**src/rtl/tt_pkg.sv**
```systemverilog
package tt_pkg;
   typedef enum logic [1:0] {
      TT_NORMAL      = 2'd0,
      TT_DISC_DATA   = 2'd1,
      TT_DISC_NODATA = 2'd2,
      TT_RETRY       = 2'd3
   } term_e;
endpackage

```
**src/rtl/tt_phase.sv**
```systemverilog
module tt_phase (
   input  logic clk,
   input  logic rst_n,
   input  logic frame_n,
   input  logic irdy_n,
   output logic active,
   output logic addr_phase,
   output logic bus_end
);
   // claim every address phase seen while idle
   assign addr_phase = !active && !frame_n;
   // both initiator lines released during a claimed cycle
   assign bus_end    = active && frame_n && irdy_n;

   always_ff @(posedge clk or negedge rst_n) begin
      if (!rst_n)          active <= 1'b0;
      else if (addr_phase) active <= 1'b1;
      else if (bus_end)    active <= 1'b0;
   end

   // an address phase always leads to a claimed cycle
   assert_claim_R2: assert property (@(posedge clk) disable iff (!rst_n)
      addr_phase |=> active);
endmodule

```
**src/rtl/tt_word_cnt.sv**
```systemverilog
module tt_word_cnt #(
   parameter int CNT_W    = 8,
   parameter bit SATURATE = 1'b1
) (
   input  logic             clk,
   input  logic             rst_n,
   input  logic             clear,
   input  logic             inc,
   output logic [CNT_W-1:0] cnt,
   output logic             zero
);
   localparam logic [CNT_W-1:0] CNT_MAX = {CNT_W{1'b1}};

   logic [CNT_W-1:0] cnt_next;

   generate
      if (SATURATE) begin : g_sat
         always_comb begin
            cnt_next = cnt;
            if (clear)                     cnt_next = '0;
            else if (inc && cnt != CNT_MAX) cnt_next = cnt + 1'b1;
         end
         // a saturated count holds while transfers continue
         assert_cnt_sat_R4: assert property (@(posedge clk) disable iff (!rst_n)
            (cnt == CNT_MAX) && !clear |=> cnt == CNT_MAX);
      end else begin : g_wrap
         always_comb begin
            cnt_next = cnt;
            if (clear)    cnt_next = '0;
            else if (inc) cnt_next = cnt + 1'b1;
         end
      end
   endgenerate

   always_ff @(posedge clk or negedge rst_n) begin
      if (!rst_n) cnt <= '0;
      else        cnt <= cnt_next;
   end

   assign zero = (cnt == '0);

   // no transfer and no clear leaves the count untouched
   assert_cnt_hold_R4: assert property (@(posedge clk) disable iff (!rst_n)
      !clear && !inc |=> $stable(cnt));
endmodule

```
**src/rtl/tt_stop_ctl.sv**
```systemverilog
module tt_stop_ctl
   import tt_pkg::*;
(
   input  logic  clk,
   input  logic  rst_n,
   input  logic  active,
   input  logic  addr_phase,
   input  logic  bus_end,
   input  logic  frame_n,
   input  logic  xfer,
   input  logic  cnt_zero,
   input  logic  data_rdy,
   input  logic  stop_req,
   input  logic  retry_req,
   output logic  trdy_q,
   output logic  stop_q,
   output term_e code_q
);
   logic  trdy_d, stop_d;
   term_e code_d;
   logic  none_moved;

   // no word has moved, counting a transfer completing right now
   assign none_moved = cnt_zero && !xfer;

   always_comb begin
      trdy_d = 1'b0;
      stop_d = 1'b0;
      code_d = code_q;
      if (addr_phase) begin
         code_d = TT_NORMAL;
      end else if (!active || bus_end) begin
         trdy_d = 1'b0;
      end else if (stop_q) begin
         stop_d = 1'b1;
         trdy_d = trdy_q && !xfer;
      end else if (stop_req || retry_req) begin
         stop_d = 1'b1;
         if (stop_req && !retry_req && data_rdy) begin
            trdy_d = 1'b1;
            code_d = TT_DISC_DATA;
         end else begin
            trdy_d = 1'b0;
            code_d = none_moved ? TT_RETRY : TT_DISC_NODATA;
         end
      end else begin
         trdy_d = (data_rdy || (trdy_q && !xfer)) && !(frame_n && xfer);
      end
   end

   always_ff @(posedge clk or negedge rst_n) begin
      if (!rst_n) begin
         trdy_q <= 1'b0;
         stop_q <= 1'b0;
         code_q <= TT_NORMAL;
      end else begin
         trdy_q <= trdy_d;
         stop_q <= stop_d;
         code_q <= code_d;
      end
   end

   // STOP# is held until the bus is released
   assert_stop_hold_R5: assert property (@(posedge clk) disable iff (!rst_n)
      stop_q && !bus_end |=> stop_q);
   // TRDY# stays off after the last word under STOP#
   assert_trdy_off_R9: assert property (@(posedge clk) disable iff (!rst_n)
      stop_q && (!trdy_q || xfer) |=> !trdy_q);
   // any STOP# carries a non-normal code
   assert_code_set_R6: assert property (@(posedge clk) disable iff (!rst_n)
      $rose(stop_q) |-> code_q != TT_NORMAL);
endmodule

```
**src/rtl/tt_target_term.sv**
```systemverilog
module tt_target_term #(
   parameter int CNT_W    = 8,
   parameter bit SATURATE = 1'b1
) (
   input  logic             clk,
   input  logic             rst_n,
   input  logic             frame_n,
   input  logic             irdy_n,
   input  logic             data_rdy,
   input  logic             stop_req,
   input  logic             retry_req,
   output logic             devsel_n,
   output logic             trdy_n,
   output logic             stop_n,
   output logic [CNT_W-1:0] word_cnt,
   output logic [1:0]       term_code
);
   generate
      if (CNT_W < 1 || CNT_W > 32) begin : g_bad_width
         $error("tt_target_term: CNT_W must be within 1..32");
      end
   endgenerate

   logic          active, addr_phase, bus_end;
   logic          trdy_q, stop_q, cnt_zero, xfer;
   tt_pkg::term_e code_q;

   assign xfer = !irdy_n && trdy_q;

   tt_phase u_phase (
      .clk        (clk),
      .rst_n      (rst_n),
      .frame_n    (frame_n),
      .irdy_n     (irdy_n),
      .active     (active),
      .addr_phase (addr_phase),
      .bus_end    (bus_end)
   );

   tt_word_cnt #(.CNT_W(CNT_W), .SATURATE(SATURATE)) u_cnt (
      .clk   (clk),
      .rst_n (rst_n),
      .clear (addr_phase),
      .inc   (xfer),
      .cnt   (word_cnt),
      .zero  (cnt_zero)
   );

   tt_stop_ctl u_stop (
      .clk        (clk),
      .rst_n      (rst_n),
      .active     (active),
      .addr_phase (addr_phase),
      .bus_end    (bus_end),
      .frame_n    (frame_n),
      .xfer       (xfer),
      .cnt_zero   (cnt_zero),
      .data_rdy   (data_rdy),
      .stop_req   (stop_req),
      .retry_req  (retry_req),
      .trdy_q     (trdy_q),
      .stop_q     (stop_q),
      .code_q     (code_q)
   );

   assign devsel_n  = !active;
   assign trdy_n    = !trdy_q;
   assign stop_n    = !stop_q;
   assign term_code = code_q;

   // an idle target drives neither TRDY# nor STOP#
   assert_idle_quiet_R11: assert property (@(posedge clk) disable iff (!rst_n)
      !active |-> !trdy_q && !stop_q);
   // bus release returns all target lines to idle
   assert_release_R10: assert property (@(posedge clk) disable iff (!rst_n)
      bus_end |=> devsel_n && trdy_n && stop_n);
endmodule

```
**config.mk**
```make
export PLATFORM = sky130hd
export DESIGN_NAME = tt_target_term
export DESIGN_NICKNAME = d
export VERILOG_FILES = /design/src/rtl/tt_pkg.sv /design/src/rtl/tt_phase.sv /design/src/rtl/tt_word_cnt.sv /design/src/rtl/tt_stop_ctl.sv /design/src/rtl/tt_target_term.sv
export SDC_FILE = /design/constraint.sdc
export NUM_CORES = 1
export LEC_CHECK = 0
export ABC_AREA = 1
export BUFFER_PORTS_ARGS = -buffer_cell sky130_fd_sc_hd__buf_4
export CAP_MARGIN = 5
export CORE_AREA = 2 2 46 48
export CTS_CLUSTER_SIZE = 14
export DETAILED_ROUTE_END_ITERATION = 10
export DIE_AREA = 0 0 48 50
export MAX_ROUTING_LAYER = met4
export PLACE_DENSITY = 0.74
export SYNTH_ARGS = -nofsm -noshare
export SYNTH_HDL_FRONTEND = slang
export SYNTH_SLANG_ARGS = --single-unit
```
**constraint.sdc**
```tcl
create_clock -name clk -period 1.4 [get_ports clk]
set_input_delay 0 -clock clk [delete_from_list [all_inputs] [get_ports clk]]
set_output_delay 0 -clock clk [all_outputs]
set_load 0.02 [all_outputs]
```
[Word level (Yosys, flattened, before mapping)]
Index checks and enable logic that the tools add are counted.
Widths: inputs -> output; s select.
Word-level totals
  word-level logic and storage cells: 55
  register bits after elaboration: 13
  input bits: 7
  output and inout bits: 13
Operators by class
  reductions and logical operators: 27
  add/subtract/negate cells: 1
  multiplexer cells: 19
  equality and inequality tests: 3
Operator list (count)
  $mux 8: 2
  $mux 1: 12
  $logic_and 1x1->1: 11
  $mux 2: 5
  $add 8x1->8 const B: 1
  $logic_not 1->1: 8
  $logic_not 8->1: 1
  $ne 8x8->1 const B: 1
  $reduce_bool 2->1: 3
  $ne 2x2->1 const B: 2
  $logic_or 1x1->1: 3
  $reduce_and 3->1: 1

[Depth between registers and ports, before layout]
  word-level depth: 10
  gate-level depth with buffers: 8

[Hierarchy]
Synthesis repeated with hierarchy kept, for this count alone.
Unflattened totals
  cell total of the unflattened synthesis: 123
  area, all modules: 843.3 µm²
By module, submodules not included
  tt_word_cnt: instances 1, area each 526.8 µm², cells each 76, seq. area each 200.2 µm²
  tt_stop_ctl: instances 1, area each 249.0 µm², cells each 36, seq. area each 100.1 µm²
  tt_phase: instances 1, area each 50.0 µm², cells each 7, seq. area each 25.0 µm²
  tt_target_term: instances 1, area each 17.5 µm², cells each 4, seq. area each 0.0 µm²

[Least setup slack after synthesis]
OpenSTA, ideal clock, no wires.
  path type: flip-flop to flip-flop
  start: reg u_cnt.cnt[0]
  end: reg u_cnt.cnt[5]
  slack: 30 ps
  arrival time: 1252 ps
  library setup time: 117 ps
  path buffers: 0
  cell stages (with the launch flop): 9
  data required time: 1283 ps
  cell sequence: dfrtp_1 -> ha_1 -> nand2_2 -> nor2_2 -> nand2_2 -> nand2_4 -> nor2_2 -> nand2_1 -> nand2_1
Between the ends
  word-level cells in the longest chain between the ends: 3
Ends and longest elaborated chain
  start, declared: line tt_word_cnt.sv:9  | output logic [CNT_W-1:0] cnt,
  start signal, assigned: line tt_word_cnt.sv:37  | else cnt <= cnt_next;
  $add 8x1->8 or $ne 8x8->1 (tied branches): line tt_word_cnt.sv:21  | else if (inc && cnt != CNT_MAX) cnt_next = cnt + 1'b1;
  $mux 8 or $logic_and 1x1->1 (tied branches): line tt_word_cnt.sv:21
  $mux 8 or $reduce_bool 2->1 (tied branches)
Several ways; a longest one is shown, not always the timed one. The select of a mux whose other input is x is not followed.
A chain may end at the register's enable or synchronous reset.

[Worst setup path after layout]
Ends and elaborated chain as after synthesis.

==> impl_metrics.yaml <==
timing:
  worst_pin_slew_ps: 380.0
  fin_tns_setup_ps: 0
  setup_violations: 0
  fmax_ghz: 0.7624
  period_minus_slack_ps: 1312
  slew_headroom: 0.7464
  rsz0062_at_grt: "yes"
  period_share: 0.9368
  finalClockSkew_ps: 3.261
  drv_slew: 0
  hold_violations: 0
place:
  port_buffers: 19
  post-dp-hpwl_um: 1441
  place_inst: 160
  place.gp.congestion: 0.8716
synthesis:
  synth_top_cell_by_area: "dfrtp_1"
  synth_warnings: 0
  syn_inst: 113
  ys_types: 17
  synth_top_cell_area_share: 0.4107
  synthArstFlopShare: 1.000
  synth.avg_cell_area_um2: 7.009
  syn_nets: 122
  synth_top_flop_cell: "dfrtp_1"
  ys_ff_latch: 13
  synth.most_common_cell: "nand2_1"
  synth_area_leaders: "dfrtp_1, nand2_1, nand3_1"
  ys_seq_area_frac: 0.4107
  synth_edf_count: 0
  synth_common_cells: "nand2_1, inv_1, nand3_1"
  syn-cell-area_um2: 792.0
power:
  p_leak_nw: 0.5277
  powerDensity_mw_per_mm2: 1041
  pwr-share-comb: 0.336
  p_int_mw: 0.6824
  clkPwrFrac: 0.228
  switching_power_mw: 0.3735
  peakVddDrop_mv: 0.8987
  pwr-share-seq: 0.436
  p_sw_frac: 0.3537
clocking:
  cts.path.max_buffers: 2
  cts.sinks: 13
  cts.clk_slew.worst_paths_ps: 80
  post_cts_buffers: 0
  cts-htree-levels: 1
  cts_tree: "built"
  cts_buffers: 3
  clock_latency_ps: 280
  clockRootBuffer: "clkbuf_4"
setup_path:
  r2r_end: "u_cnt.cnt[5]"
  worstPathMaxFanout: 9
  required_ps: 1620
  endpoint_kind: "flop"
  setup.worst_path.start: "u_cnt.cnt[0]"
  reg2regPathDepth: 8
  start_kind: "flop"
  worst-setup-path-type: "flop to flop"
  reg2reg_from: "u_cnt.cnt[0]"
  cp.arrival_ps: 1530
  rrSetupSlack_ps: 90
drt:
  wl_met1_um: 820
  drcViolationCount: 0
  highest_layer: "met4"
  dr.first_iter.drc_count: 10
  vias: 775
  dr.pass1.iters: 4
  via_per_inst: 4.697
  wl_met3_um: 66
  ant_nets: 0
  met2WireLength_um: 880
  wirelength_um: 1805
  wl_per_cell_um: 10.94
layout:
  layout.area.seq_um2: 325.3
  fin_nets: 148
  drive_above_1_share: 0.2174
  n_antenna_cell: 0
  fillers: 196
  multi_input_area_um2: 394.1
  final_cells: 165
  area_growth_pct: 28.12
floorplanning:
  start_util: 0.4164
  fp-row-count: 16
  die_h_um: 50
  die_area_mm2: 0.002400
  io_pins: 20
  placeableCoreArea_mm2: 0.001902
  die_x_um: 48
job:
  cap_violations: 0
grt:
  antenna_found_initial: 0
  grt_max_degree: 14
  grt_pass1_wl_um: 2994
  overflow: 0
  track_usage: 0.1792
  grt_pass1_vias: 703
worst_hold_path:
  whs_path_depth: 4
  min_to: "u_stop.trdy_q"
  hp-start: "frame_n"
  min_path_type: "input pin to flop"
run_status:
  status: "finished clean"
==> through the flow <==
step	area [um2]	setup slack, ps	total power [mW]	hold slack (ps)	util
final	1015	88.42	1.056	3.376	0.5336
after global placement	978.4	143.1	0.8181	-142.9	0.5145
after global routing	1015	-17.74	1.126	24.04	0.5336
after detailed placement	978.4	91.22	0.8260	-142.2	0.5145
after floorplan	792.0	30.39	0.6702	-295.6	-
after CTS	1015	72.19	1.066	4.831	0.5336
==> sequential cells by signal, summed over array words and instances (netlist names) <==
signal	cells
u_cnt.cnt	8
u_stop.stop_q	1
u_phase.active	1
u_stop.code_q	2
u_stop.trdy_q	1
==> cell type report <==
class,count,share of cell area
Timing Repair Buffer,22,0.1652
Clock buffer,4,0.02589
Sequential cell,13,0.3206
Multi-Input combinational cell,81,0.3884
Inverter,18,0.06658
Tap cell,27,0.03329
==> cell families (layout without fill, tap and decap cells) <==
group / count (synthesis) / in the layout / synth area share
flops: 13 / 13 / 0.4107
xor+xnor: 2 / 2 / 0.02212
simple gates: 67 / 67 / 0.3807
fa+ha+maj: 2 / 2 / 0.03159
buf+inv: 19 / 44 / 0.09162
compound gates: 10 / 10 / 0.06318
==> timing repair <==
action | CTS | global route
endpoints found under the hold margin | 13 | 0
resized for setup | 0 | 0
setup endpoints to repair | 0 | 4
hold buffers | 1 | 0
==> power groups by stage <==
stage	Combinational, mW	Clock, mW	Sequential (mW)
2_1_floorplan	0.156	0	0.515
3_3_place_gp	0.350	0	0.468
3_5_place_dp	0.360	0	0.467
4_1_cts	0.361	0.243	0.462
5_1_grt	0.394	0.263	0.469
6_report	0.355	0.240	0.461
==> critical path: stages, from the launching register on <==
cell     delay (ps)
dfrtp_1         390
ha_1            240
nand2_2         100
nor2_2           40
nand2_2         100
nand2_4          90
nor2_2          150
nand2_1          80
nand2_1          60
==> cells in the final DEF, fill, tap and decap left out <==
master / Yosys / final
o21ai_0: 6 / 6
dlygate4sd3_1: 0 / 1
nand2_2: 2 / 2
xor2_1: 2 / 2
nor3_1: 3 / 3
nor2_2: 2 / 2
buf_4: 0 / 21
nor2_1: 14 / 14
dfrtp_1: 13 / 13
ha_1: 2 / 2
nor2_4: 1 / 1
nand2_1: 28 / 28
clkbuf_4: 0 / 3
clkbuf_1: 0 / 1
inv_1: 18 / 18
o21ai_1: 1 / 1
nand2_4: 1 / 1
a21oi_1: 3 / 3
nand3_1: 15 / 15
nand4_1: 1 / 1
==> how the worst max path moves through the flow <==
stage | cells past startpoint | to
after floorplan | 8 | u_cnt.cnt[5]
after global placement | 8 | u_cnt.cnt[1]
after detailed placement | 8 | u_cnt.cnt[5]
after CTS | 8 | u_cnt.cnt[5]
after global routing | 8 | u_cnt.cnt[1]
final | 8 | u_cnt.cnt[5]
==> per-layer routing <==
layer  vias up  global-route usage
met5         -                   -
met4         0             0.08108
met3         5             0.03297
met2        19              0.2800
met1       345              0.2164
li1        406                   -
(Power assumes the default switching activity.)
